[src/rtl/fu_pipe_pkg.sv]
package fu_pipe_pkg;

    // Issue-rate gate states
    typedef enum logic [0:0] {
        GATE_OPEN  = 1'b0,
        GATE_COUNT = 1'b1
    } gate_state_e;

    // Class code reserved for operations that need no unit resource
    localparam int unsigned NO_OP_CLASS = 0;

endpackage

[src/rtl/fu_issue_gate.sv]
module fu_issue_gate
    import fu_pipe_pkg::*;
#(
    parameter int ISS_W = 4
) (
    input  logic             clk,
    input  logic             rst_n,
    input  logic [ISS_W-1:0] cfg_issue_lat,
    input  logic             take_i,
    input  logic             stall_i,
    output logic             ready_o,
    output logic [ISS_W-1:0] wait_o
);

    gate_state_e      state_q, state_d;
    logic [ISS_W-1:0] cnt_q, cnt_d;
    logic [ISS_W-1:0] lat_m1;

    // A zero issue latency behaves like one: no gap between inserts
    assign lat_m1 = (cfg_issue_lat == '0) ? '0 : cfg_issue_lat - 1'b1;

    always_comb begin
        state_d = state_q;
        cnt_d   = cnt_q;
        unique case (state_q)
            GATE_OPEN: begin
                cnt_d = '0;
                if (take_i && lat_m1 != '0) begin
                    state_d = GATE_COUNT;   // arm
                    cnt_d   = lat_m1;
                end
            end
            GATE_COUNT: begin
                if (stall_i) begin
                    cnt_d = cnt_q;          // hold
                end else if (cnt_q <= 1) begin
                    state_d = GATE_OPEN;    // release
                    cnt_d   = '0;
                end else begin
                    cnt_d = cnt_q - 1'b1;   // tick
                end
            end
        endcase
    end

    always_ff @(posedge clk) begin
        if (!rst_n) begin
            state_q <= GATE_OPEN;
            cnt_q   <= '0;
        end else begin
            state_q <= state_d;
            cnt_q   <= cnt_d;
        end
    end

    always_comb begin
        ready_o = 1'b0;
        wait_o  = '0;
        unique case (state_q)
            GATE_OPEN:  ready_o = 1'b1;
            GATE_COUNT: wait_o  = cnt_q;
        endcase
    end


    stall_hold_chk: assert property (@(posedge clk) disable iff (!rst_n)
        (stall_i && wait_o != '0) |=> (wait_o == $past(wait_o)));


    take_open_chk: assert property (@(posedge clk) disable iff (!rst_n)
        take_i |-> (wait_o == '0));

endmodule

[src/rtl/fu_stage_shift.sv]
module fu_stage_shift #(
    parameter int DEPTH = 8,
    parameter int TAG_W = 8,
    localparam int SEL_W = (DEPTH > 1) ? $clog2(DEPTH) : 1
) (
    input  logic             clk,
    input  logic             rst_n,
    input  logic             adv_i,
    input  logic             push_i,
    input  logic [TAG_W-1:0] push_tag_i,
    input  logic [SEL_W-1:0] sel_i,
    output logic             vld_o,
    output logic [TAG_W-1:0] tag_o
);

    logic [DEPTH-1:0] vld_q;
    logic [TAG_W-1:0] tag_q [DEPTH];

    genvar gi;
    generate
        for (gi = 0; gi < DEPTH; gi++) begin : g_stage
            if (gi == 0) begin : g_head
                always_ff @(posedge clk) begin
                    if (!rst_n) begin
                        vld_q[0] <= 1'b0;
                        tag_q[0] <= '0;
                    end else if (adv_i) begin
                        vld_q[0] <= push_i;
                        tag_q[0] <= push_tag_i;
                    end
                end
            end else begin : g_body
                always_ff @(posedge clk) begin
                    if (!rst_n) begin
                        vld_q[gi] <= 1'b0;
                        tag_q[gi] <= '0;
                    end else if (adv_i) begin
                        vld_q[gi] <= vld_q[gi-1];
                        tag_q[gi] <= tag_q[gi-1];
                    end
                end
            end
        end
    endgenerate

    assign vld_o = vld_q[sel_i];
    assign tag_o = tag_q[sel_i];


    frozen_stages_chk: assert property (@(posedge clk) disable iff (!rst_n)
        !adv_i |=> $stable(vld_q));

endmodule

[src/rtl/fu_cap_decode.sv]
module fu_cap_decode
    import fu_pipe_pkg::*;
#(
    parameter int NUM_CLASSES = 16,
    parameter int NUM_UNITS   = 4,
    localparam int CLS_W  = $clog2(NUM_CLASSES),
    localparam int UNIT_W = (NUM_UNITS > 1) ? $clog2(NUM_UNITS) : 1
) (
    input  logic [NUM_CLASSES-1:0] class_mask_i,
    input  logic [CLS_W-1:0]       class_i,
    output logic                   capable_o,
    input  logic [NUM_UNITS-1:0]   no_fwd_i,
    input  logic [UNIT_W-1:0]      src_i,
    output logic                   blocked_o
);

    logic empty_list;
    logic is_noop;

    assign empty_list = (class_mask_i == '0);
    assign is_noop    = (class_i == CLS_W'(NO_OP_CLASS));

    always_comb begin
        capable_o = class_mask_i[class_i];
        if (empty_list || is_noop) capable_o = 1'b1;
    end

    assign blocked_o = no_fwd_i[src_i];

endmodule

[src/rtl/fu_issue_pipe.sv]
module fu_issue_pipe
    import fu_pipe_pkg::*;
#(
    parameter int MAX_DEPTH   = 8,
    parameter int TAG_W       = 8,
    parameter int ISS_W       = 4,
    parameter int NUM_CLASSES = 16,
    parameter int NUM_UNITS   = 4,
    localparam int LAT_W  = $clog2(MAX_DEPTH + 1),
    localparam int SEL_W  = (MAX_DEPTH > 1) ? $clog2(MAX_DEPTH) : 1,
    localparam int CLS_W  = $clog2(NUM_CLASSES),
    localparam int UNIT_W = (NUM_UNITS > 1) ? $clog2(NUM_UNITS) : 1
) (
    input  logic                   clk,
    input  logic                   rst_n,
    input  logic [LAT_W-1:0]       cfg_op_lat,
    input  logic [ISS_W-1:0]       cfg_issue_lat,
    input  logic [NUM_CLASSES-1:0] cfg_class_mask,
    input  logic [NUM_UNITS-1:0]   cfg_no_fwd,
    input  logic [CLS_W-1:0]       query_class,
    output logic                   query_capable,
    input  logic [UNIT_W-1:0]      fwd_src,
    output logic                   fwd_blocked,
    input  logic                   ins_valid,
    input  logic [TAG_W-1:0]       ins_tag,
    output logic                   ins_allowed,
    output logic [ISS_W-1:0]       cycles_before_insert,
    output logic                   ins_error,
    output logic                   out_valid,
    output logic [TAG_W-1:0]       out_tag,
    input  logic                   out_accept
);

    logic             stalled;
    logic             gate_ready;
    logic             take;
    logic [LAT_W-1:0] lat_m1;
    logic [SEL_W-1:0] stage_sel;
    logic             err_q;

    // Clamp the operation latency to 1..MAX_DEPTH and form a stage index
    always_comb begin
        if (cfg_op_lat == '0)
            lat_m1 = '0;
        else if (cfg_op_lat > LAT_W'(MAX_DEPTH))
            lat_m1 = LAT_W'(MAX_DEPTH - 1);
        else
            lat_m1 = cfg_op_lat - 1'b1;
    end
    assign stage_sel = lat_m1[SEL_W-1:0];

    assign stalled     = out_valid && !out_accept;
    assign ins_allowed = gate_ready && !stalled;
    assign take        = ins_valid && ins_allowed;

    fu_issue_gate #(
        .ISS_W (ISS_W)
    ) gate_i (
        .clk           (clk),
        .rst_n         (rst_n),
        .cfg_issue_lat (cfg_issue_lat),
        .take_i        (take),
        .stall_i       (stalled),
        .ready_o       (gate_ready),
        .wait_o        (cycles_before_insert)
    );

    fu_stage_shift #(
        .DEPTH (MAX_DEPTH),
        .TAG_W (TAG_W)
    ) stages_i (
        .clk        (clk),
        .rst_n      (rst_n),
        .adv_i      (!stalled),
        .push_i     (take),
        .push_tag_i (ins_tag),
        .sel_i      (stage_sel),
        .vld_o      (out_valid),
        .tag_o      (out_tag)
    );

    fu_cap_decode #(
        .NUM_CLASSES (NUM_CLASSES),
        .NUM_UNITS   (NUM_UNITS)
    ) cap_i (
        .class_mask_i (cfg_class_mask),
        .class_i      (query_class),
        .capable_o    (query_capable),
        .no_fwd_i     (cfg_no_fwd),
        .src_i        (fwd_src),
        .blocked_o    (fwd_blocked)
    );

    always_ff @(posedge clk) begin
        if (!rst_n) err_q <= 1'b0;
        else        err_q <= ins_valid && !ins_allowed;
    end
    assign ins_error = err_q;


    refused_err_chk: assert property (@(posedge clk) disable iff (!rst_n)
        (ins_valid && !ins_allowed) |=> ins_error);


    frozen_out_chk: assert property (@(posedge clk) disable iff (!rst_n)
        (out_valid && !out_accept) |=> (out_valid && $stable(out_tag)));


    noop_cap_chk: assert property (@(posedge clk) disable iff (!rst_n)
        (query_class == '0) |-> query_capable);


    allowed_gate_chk: assert property (@(posedge clk) disable iff (!rst_n)
        ins_allowed |-> (cycles_before_insert == '0 && !(out_valid && !out_accept)));

endmodule

[config.mk]
export PLATFORM = sky130hd
export DESIGN_NAME = fu_issue_pipe
export DESIGN_NICKNAME = d
export VERILOG_FILES = /design/src/rtl/fu_pipe_pkg.sv /design/src/rtl/fu_issue_gate.sv /design/src/rtl/fu_stage_shift.sv /design/src/rtl/fu_cap_decode.sv /design/src/rtl/fu_issue_pipe.sv
export SDC_FILE = /design/constraint.sdc
export NUM_CORES = 1
export LEC_CHECK = 0
export CAP_MARGIN = 40
export CORE_MARGIN = 2
export CORE_UTILIZATION = 39
export DETAILED_ROUTE_END_ITERATION = 10
export DONT_BUFFER_PORTS = 1
export PLACE_DENSITY_LB_ADDON = 0.25
export SYNTH_ARGS = -nofsm -noshare
export SYNTH_HDL_FRONTEND = slang
export SYNTH_SLANG_ARGS = --single-unit
[constraint.sdc]
create_clock -name clk -period 7 [get_ports clk]
set_clock_uncertainty 0.1 [all_clocks]
set_input_delay 1.05 -clock clk [delete_from_list [all_inputs] [get_ports clk]]
set_output_delay 1.05 -clock clk [all_outputs]
set_load 0.02 [all_outputs]
==> out/metrics.cfg <==
[power]
combPwrFrac = 0.132
peakVddDrop_mv = 0.124
internal_power_uw = 786
p_leak_uw = 0.00165
p_sw_frac = 0.255
clkPwrFrac = 0.339
power_density_nw_per_um2 = 241
seq_power_share = 0.529
p_sw_uw = 269

[synth]
synth_ff_type = edfxtp_1
synth_edf_count = 64
synthSimpleGateAreaFrac = 0.274
synth_top_family_by_area = simple AND/OR/NAND/NOR gates
netlist.area_leader.share = 0.472
synth_area_leaders = edfxtp_1 (47%), and2_1 (10%), nand2_1 (7.6%)
async_reset_ff_frac = 0
yosys_warnings = 0
synthAdderAreaFrac = 0.00923
yosysUniqueCellTypes = 48
syn_nets = 458
yosysTopAreaCell = edfxtp_1
ys_ff_latch = 78
netlist_area_um2 = 4070
synth_mux_area_frac = 0.0249
seq_area_frac_synth = 0.541
synth-compound-area-share = 0.104
netlist_instances = 409
synth_area_per_cell_um2 = 9.95
synth-xor-area-share = 0.00431

[setup_path]
worst_path_most_repeated_cell = nand2_1
arrival_ns = 2.94
critPathBufInv = 2
critPathMaxStageDelay_ns = 0.63
start_kind = primary input
crit_chain = inv_2 -> ha_1 -> and2b_1 -> o21ai_2 -> buf_4 -> nand2_1 -> nand3_1 -> nand2_1 -> o21ai_0
worst-setup-path-type = in -> out
slowest_stage = o21ai_0
path_delay_family = compound AO/OA/AOI/OAI gates
end_kind = primary output
cp.required_ns = 5.85
cp_max_fo = 32

[detailed_routing]
vias = 2880
drcViolationCount = 0
first_iter_violations = 188
dr.pass1.iters = 4
wirelength_um = 8030
antenna_left = 0
wl_per_cell_um = 14.7
viasPerCell = 5.27

[grt]
grt_overflow = 0
grt_pass1_vias = 2789
grtUsageTotal = 0.148
grt_pass1_wl_um = 13100
grt_start_max_net_pins = 65
antenna_found_initial = 0

[timing]
slew_viol_final = 0
finalCritPeriodShare = 0.584
max_freq_mhz = 244
fin_tns_setup_ns = 0
relSlewSlack = 0.455
tightestPinTransition_ns = 0.809
finalSetupViolations = 0
holdWs_ns = 0.375
hold_viol = 0
min_period_ns = 4.09
rsz0062_at_grt = false

[placement]
port_buffers = 0
place_hpwl_um = 4960
post_dp_cell_area_um2 = 4170
place.gp.congestion = 0.804

[cells_and_area]
final_util = 0.428
regArea_um2 = 2200
fillers = 991
post-route-cell-area_um2 = 4380
nNetsFinal = 454
drive_above_1_share = 0.0854
multi_input_area_um2 = 1710
syn_to_final_growth_pct = 7.56
diodes = 0

[flow_run]
maxCapViolCount = 0

[clocking]
cts_max_level = 3
path_clk_slew_ns = 0.07
cts_buffers = 9
cts_resized = 0
ctsHoldBuffers = 0
clock_tree.root_cell = clkbuf_8
worstSkewPairLatency_ns = 0.35
ctsLongestPathBuffers = 2
cts_tree = yes
cts_setup_buffers = 0
clock-sinks = 78

[die]
dieArea_um2 = 11300
fp.coreArea_um2 = 10200
die_h_um = 106
fp-row-count = 37
die_w_um = 106
initial_utilization = 0.398
top_level_ports = 63

[worst_hold_path]
hold_path_class = reg -> reg

[status]
status = finished, final reports clean

==> final timing paths <==
check | endpoint | cells past startpoint | start | slack [ns]
max reg2reg | stages_i.tag_q[4][7] | 7 | stages_i.vld_q[0] | 4.48
min reg2reg | stages_i.vld_q[7] | 2 | stages_i.vld_q[7] | 0.37
min | stages_i.vld_q[7] | 2 | stages_i.vld_q[7] | 0.37
max | out_tag[1] | 9 | cfg_op_lat[0] | 2.91
==> placed cells by master, fill, tap and decap left out, types with 3 or more instances in the layout <==
cell,instances
and2_1,68
nand2_1,81
nor2b_1,5
a21oi_1,14
nor4_1,4
edfxtp_1,64
inv_1,8
clkbuf_8,9
nor3_1,3
mux4_2,4
ha_1,3
nand3_1,51
o211ai_1,4
buf_4,7
o21ai_0,23
nor2_1,4
dfxtp_1,14
==> cell usage after synthesis (all sizes together), types with 2 or more instances <==
library cell	n
nand3	51
and2	68
nor2b	5
edfxtp	64
a21oi	16
inv	10
nand2	82
mux4	4
nor2	4
nand2b	2
o211ai	4
o21ai	26
o22ai	2
nor3	3
buf	8
o31ai	2
nor4	4
clkbuf	14
ha	3
dfxtp	14
==> registers in the layout (all words and copies together) (netlist names) <==
signal	flops
gate_i.state_q	1
gate_i.cnt_q	4
stages_i.vld_q	8
ins_error	1
stages_i.tag_q	64
==> power by group through the flow <==
stage / clock, µW / combinational, µW / sequential, µW
final: 358 / 139 / 558
after global routing: 385 / 157 / 562
after CTS: 370 / 141 / 557
after detailed placement: 0 / 140 / 568
after global placement: 0 / 138 / 566
after floorplan: 0 / 118 / 562
==> per-layer routing <==
| metal | part of all wire | vias to the layer above | track usage | wire length, µm |
|---|---|---|---|---|
| li1 | - | 1437 | - | - |
| met1 | 0.48 | 1362 | 0.197 | 3860 |
| met3 | 0.045 | 10 | 0.0349 | 359 |
| met5 | 0 | - | 0 | 0 |
| met2 | 0.45 | 71 | 0.232 | 3650 |
| met4 | 0.019 | 0 | 0.0639 | 155 |
==> final cells by class <==
| cell class | instances | area share |
|---|---|---|
| clock buffers | 11 | 0.0300 |
| clock inverters | 5 | 0.0169 |
| well taps | 136 | 0.0389 |
| repair buffers | 7 | 0.0120 |
| inverters | 10 | 0.00915 |
| multi-input cells | 299 | 0.390 |
| flip-flops and latches | 78 | 0.503 |
==> through the flow <==
stage	total power, µW	instances	setup slack (ns)
2_1_floorplan	680	409	2.77
3_3_place_gp	704	529	2.85
3_5_place_dp	708	530	2.92
4_1_cts	1070	546	2.92
5_1_grt	1100	546	2.76
6_report	1050	546	2.91
==> tightest hold or removal path, cell delays in order (launching register included) <==
cell,delay (ns)
dfxtp_1,0.32
nand3_1,0.06
a21oi_1,0.05
==> logic make-up (layout without fill, tap and decap cells) <==
family,after synthesis,count (layout)
AO/OA/AOI/OAI,66,66
XOR/XNOR,2,2
adder cells (fa/ha/maj),3,3
buffers and inverters,32,33
flip-flops,78,78
multiplexers,5,5
AND/OR/NAND/NOR,223,223
Note: power is estimated with default switching activity, not from simulation.
